==> config.mk <==
export PLATFORM = sky130hd
export DESIGN_NAME = dsp_host_irq
export DESIGN_NICKNAME = d
export VERILOG_FILES = /design/src/rtl/dhi_pkg.sv /design/src/rtl/dhi_pend_reg.sv /design/src/rtl/dhi_gate.sv /design/src/rtl/dhi_shaper.sv /design/src/rtl/dsp_host_irq.sv
export SDC_FILE = /design/constraint.sdc
export NUM_CORES = 1
export LEC_CHECK = 0
export ABC_CLOCK_PERIOD_IN_PS = 2100
export BUFFER_PORTS_ARGS = -buffer_cell sky130_fd_sc_hd__buf_2
export CAP_MARGIN = 20
export CELL_PAD_IN_SITES_DETAIL_PLACEMENT = 2
export CELL_PAD_IN_SITES_GLOBAL_PLACEMENT = 2
export CORE_MARGIN = 5
export CORE_UTILIZATION = 25
export CTS_CLUSTER_DIAMETER = 100
export DETAILED_ROUTE_END_ITERATION = 10
export MAX_ROUTING_LAYER = met4
export PLACE_DENSITY = 0.83
export REMOVE_ABC_BUFFERS = 1
export SLEW_MARGIN = 25
export SYNTH_ARGS = -nofsm -noshare
export SYNTH_HDL_FRONTEND = slang
export SYNTH_SLANG_ARGS = --single-unit
==> constraint.sdc <==
create_clock -name clk -period 2.1 [get_ports clk]
set_input_delay 0.42 -clock clk [delete_from_list [all_inputs] [get_ports clk]]
set_output_delay 0.42 -clock clk [all_outputs]
set_load 0.01 [all_outputs]
==> src/rtl/dhi_pkg.sv <==
package dhi_pkg;
    typedef enum logic [1:0] {
        SH_IDLE  = 2'd0,
        SH_PULSE = 2'd1,
        SH_HOLD  = 2'd2
    } shape_state_e;
endpackage

==> src/rtl/dhi_pend_reg.sv <==
module dhi_pend_reg #(
    parameter int W = 16
) (
    input  logic         clk,
    input  logic         rst_n,
    input  logic [W-1:0] set_i,
    input  logic         clr_we_i,
    input  logic [W-1:0] clr_keep_i,
    output logic [W-1:0] pend_o,
    output logic         any_o
);
    logic [W-1:0] pend_q;

    // One sticky cell per source; a new set overrides a same-cycle clear.
    for (genvar b = 0; b < W; b++) begin : g_cell
        logic drop;
        assign drop = clr_we_i & ~clr_keep_i[b];
        always_ff @(posedge clk or negedge rst_n) begin
            if (!rst_n)
                pend_q[b] <= 1'b0;
            else if (set_i[b])
                pend_q[b] <= 1'b1;
            else if (drop)
                pend_q[b] <= 1'b0;
        end
    end

    assign pend_o = pend_q;
    assign any_o  = |pend_q;

    assert_sticky_R2: assert property (@(posedge clk) disable iff (!rst_n)
        (!clr_we_i) |=> ((pend_q & $past(pend_q | set_i)) == $past(pend_q | set_i)));

    assert_clear_R3: assert property (@(posedge clk) disable iff (!rst_n)
        clr_we_i |=> ((pend_q & ~$past(clr_keep_i) & ~$past(set_i)) == '0));

    assert_set_wins_R4: assert property (@(posedge clk) disable iff (!rst_n)
        clr_we_i |=> ((pend_q & $past(set_i)) == $past(set_i)));
endmodule

==> src/rtl/dhi_gate.sv <==
module dhi_gate (
    input  logic clk,
    input  logic rst_n,
    input  logic en_we_i,
    input  logic en_wd_i,
    input  logic any_i,
    output logic en_o,
    output logic cond_o
);
    logic en_q;

    always_ff @(posedge clk or negedge rst_n) begin
        if (!rst_n)
            en_q <= 1'b0;
        else if (en_we_i)
            en_q <= en_wd_i;
    end

    assign en_o   = en_q;
    assign cond_o = en_q & any_i;

    assert_en_write_R1: assert property (@(posedge clk) disable iff (!rst_n)
        en_we_i |=> (en_q == $past(en_wd_i)));
endmodule

==> src/rtl/dhi_shaper.sv <==
module dhi_shaper
    import dhi_pkg::*;
(
    input  logic clk,
    input  logic rst_n,
    input  logic cond_i,
    input  logic pulse_mode_i,
    input  logic active_low_i,
    output logic active_o,
    output logic pin_o
);
    shape_state_e st_q, st_d;

    always_ff @(posedge clk or negedge rst_n) begin
        if (!rst_n)
            st_q <= SH_IDLE;
        else
            st_q <= st_d;
    end

    always_comb begin
        st_d = st_q;
        unique case (st_q)
            SH_IDLE:  st_d = cond_i ? SH_PULSE : SH_IDLE;
            SH_PULSE: st_d = cond_i ? SH_HOLD  : SH_IDLE;
            SH_HOLD:  st_d = cond_i ? SH_HOLD  : SH_IDLE;
            default:  st_d = SH_IDLE;
        endcase
    end

    always_comb begin
        active_o = 1'b0;
        unique case (st_q)
            SH_IDLE:  active_o = 1'b0;
            SH_PULSE: active_o = 1'b1;
            SH_HOLD:  active_o = !pulse_mode_i;
            default:  active_o = 1'b0;
        endcase
        pin_o = active_o ^ active_low_i;
    end

    assert_level_follow_R6: assert property (@(posedge clk) disable iff (!rst_n)
        (cond_i && !pulse_mode_i) |=> active_o);

    assert_level_drop_R6: assert property (@(posedge clk) disable iff (!rst_n)
        (!cond_i) |=> !active_o);

    assert_single_pulse_R7: assert property (@(posedge clk) disable iff (!rst_n)
        (st_q == SH_PULSE) |=> (st_q != SH_PULSE));
endmodule

==> src/rtl/dsp_host_irq.sv <==
module dsp_host_irq #(
    parameter int NSRC = 16
) (
    input  logic            clk,
    input  logic            rst_n,
    input  logic [NSRC-1:0] dsp_irq_req,
    input  logic            host_en_we,
    input  logic            host_en_wdata,
    input  logic            host_clr_we,
    input  logic [NSRC-1:0] host_clr_wdata,
    input  logic            cfg_active_low,
    input  logic            cfg_pulse,
    output logic [NSRC-1:0] host_pend,
    output logic            host_en,
    output logic            host_irq
);
    logic any_pend;
    logic gated;
    logic irq_active;

    dhi_pend_reg #(.W(NSRC)) u_pend (
        .clk        (clk),
        .rst_n      (rst_n),
        .set_i      (dsp_irq_req),
        .clr_we_i   (host_clr_we),
        .clr_keep_i (host_clr_wdata),
        .pend_o     (host_pend),
        .any_o      (any_pend)
    );

    dhi_gate u_gate (
        .clk     (clk),
        .rst_n   (rst_n),
        .en_we_i (host_en_we),
        .en_wd_i (host_en_wdata),
        .any_i   (any_pend),
        .en_o    (host_en),
        .cond_o  (gated)
    );

    dhi_shaper u_shape (
        .clk          (clk),
        .rst_n        (rst_n),
        .cond_i       (gated),
        .pulse_mode_i (cfg_pulse),
        .active_low_i (cfg_active_low),
        .active_o     (irq_active),
        .pin_o        (host_irq)
    );

    assert_gate_off_R5: assert property (@(posedge clk) disable iff (!rst_n)
        (!host_en) |=> !irq_active);

    assert_held_pending_R9: assert property (@(posedge clk) disable iff (!rst_n)
        (!host_en && !host_clr_we && (host_pend != '0)) |=> (host_pend != '0));
endmodule

==> results.ini <==
[synthesis]
synth.largest_area_cell = dfrtp_1
avgSynthCellArea_sq_um = 12.3
yosysSeqAreaShare_pct = 56.0
synth_top_area_share_pct = 56.0
netlist_area_sq_um = 848
synth_area_leaders = dfrtp_1 (56%), a21o_1 (13%), nand2b_1 (9.6%)
synth_cell_types = 17
syn_inst = 69
ys_seq_elements = 19
yosysWarnings = 0

[routing]
drtPass1Iterations = 4
num_vias = 769
top_layer_used = met4
drc = 0
drt_wl_total_mm = 2.62
drt_iter0_markers = 54
wl_met1_um = 871
wl_met3_um = 180
antenna_left = 0
routedWlPerCell_um = 15.1
avgViaCountPerCell = 4.42
met2_length_mm = 1.55

[critical_path]
slowest_stage = dfrtp_1
critPathLaunch = u_shape.st_q[0]$_DFF_PN0_
rrSetupSlack_ns = 0.82
cp_cell_sequence = inv_1 > ha_1 > nor2b_1 > o21ai_1 > xnor2_1 > buf_2
critPathArrivalTime_ns = 1.52
worst_r2r_path_depth = 3
cp.required_ns = 1.68
crit_family = flip-flops
critPathKind = register to primary output
startpoint_type = register
r2r-start = u_pend.pend_o[15]$_DFFE_PN0P_
end_kind = primary output
path_depth = 6
worstReg2RegEnd = u_shape.st_q[1]$_DFF_PN0_
crit_buf_inv = 2
max_stage_delay_ns = 0.39
cp-endpoint = host_irq
crit_fanout = 3

[layout]
diodes = 0
final_area_sq_um = 1210
drive_gt1_share_pct = 48.4
layout_commonest_cell = buf_2
area_growth_pct = 42.3
finalNetCount = 172
mostFrequentLayoutCells = buf_2 (56), dfrtp_1 (19), a21o_1 (15), nand2b_1 (13), ha_1 (4)

[clocking]
clk_latency_ns = 0.30
ctsRootBufferMaster = clkbuf_4
htreeDepth = 1
cts.clk_slew.worst_paths_ns = 0.11
cts_tree = built
holdBufCountCts = 0
clockBufferDepth = 2
clkSinkCount = 19
cts_buffers = 3

[timing]
final.min_clock_period_ns = 1.94
slew_headroom_pct = 70.9
tightest_slew_ns = 0.437
skew_ns = 0.00172
fin_hold_ws_ns = 0.0451
fin_ws_ns = 0.163
rsz0062_at_grt = false
finalMaxSlewViolations = 0
finalSetupTns_ns = 0
post-route-period-util_pct = 92.2
finalSetupViolCount = 0
fmax_mhz = 516
hold_violations = 0

[place]
hpwl_mm = 2.21
dpl-instance-area_sq_um = 1180
place_ws_ns = 0.432
gp_congestion = 0.655
port_buffers = 56

[floorplanning]
core.rowCount = 21
die_h_um = 68.3
io_pins = 57
start_util_pct = 25.6
core_area_sq_um = 3310
die_area_sq_um = 4660
die_x_um = 68.3

[job]
cap_violations = 0

[global_routing]
grt_usage_pct = 12.7
grt_overflow = 0
grt_max_degree = 20
grt_pass1_wl_mm = 4.26
first_global_vias = 947
antenna_found_initial = 0

[hold_path]
hold_path.class = input pin to asynchronous set/reset pin

[power_and_ir_drop]
p_per_area_nw_per_um2 = 685
peakVddDrop_mv = 0.244
p_leak_nw = 0.579
report.power.total_uw = 827

[status]
outcome = completed

[metrics by stage]
step	instances	utilization (%)
5_1_grt	174	36.5
3_5_place_dp	170	35.7
6_report	174	36.5
2_1_floorplan	68	-
3_3_place_gp	170	35.7
4_1_cts	174	36.5
[synth_stat cells]
library cell   n
o21ai_0        1
mux2_2         1
inv_1          2
nor4_1         3
and4b_1        1
nand2b_1      13
a21o_1        15
and3_1         1
or2b_1         3
nor4_2         1
nor2b_1        1
a21o_2         1
xnor2_1        1
dfrtp_1       19
nand4_1        1
ha_1           4
buf_2          1
[repair_timing]
action | 4_1_cts | 5_1_grt
endpoints found under the setup margin | 0 | 1
resized for setup | 0 | 1
endpoints found under the hold margin | 0 | 0
setup buffers | 0 | 0
[layout make-up]
cell class | count | area, sq um
fill | 395 | 2100
sequential | 19 | 475
multi-input combinational | 47 | 360
timing repair buffer | 56 | 280
tap | 46 | 57.6
clock buffer | 4 | 26.3
inverter | 2 | 7.51
[registers in the layout, indices dropped and copies added (netlist names)]
name,flops
u_pend.pend_o,16
u_shape.st_q,2
u_gate.en_o,1
[worst min path at each step]
stage,to,slack [ns],cells after the start
3_5_place_dp,u_pend.pend_o[8]$_DFFE_PN0P_,0.39,1
6_report,u_pend.pend_o[13]$_DFFE_PN0P_,0.05,1
5_1_grt,u_pend.pend_o[8]$_DFFE_PN0P_,0.07,1
3_3_place_gp,u_pend.pend_o[8]$_DFFE_PN0P_,0.38,1
2_1_floorplan,u_gate.en_o$_DFFE_PN0P_,0.12,0
4_1_cts,u_pend.pend_o[15]$_DFFE_PN0P_,0.04,1
[kinds of logic (layout without fill, tap and decap cells)]
logic type | Yosys count | after routing | synth area share [%]
AO/OA/AOI/OAI | 17 | 17 | 14.9
XOR/XNOR | 1 | 1 | 1.03
adder cells (fa/ha/maj) | 4 | 4 | 5.90
buffers and inverters | 3 | 62 | 1.47
flip-flops | 19 | 19 | 56.0
multiplexers | 1 | 1 | 1.33
AND/OR/NAND/NOR | 24 | 24 | 19.3
[layer usage]
metal	vias to the layer above	global-route usage (%)
met2	27	24.9
met4	0	2.23
met1	382	12.2
met5	-	-
li1	355	-
met3	5	3.78
[power by group]
part / total [mW] / switching, mW / internal [mW]
clock: 0.190 / 0.116 / 0.0740
combinational: 0.203 / 0.0984 / 0.105
sequential: 0.435 / 0.0319 / 0.403
total: 0.827 / 0.246 / 0.581
Power figures use the tool's default switching activity.
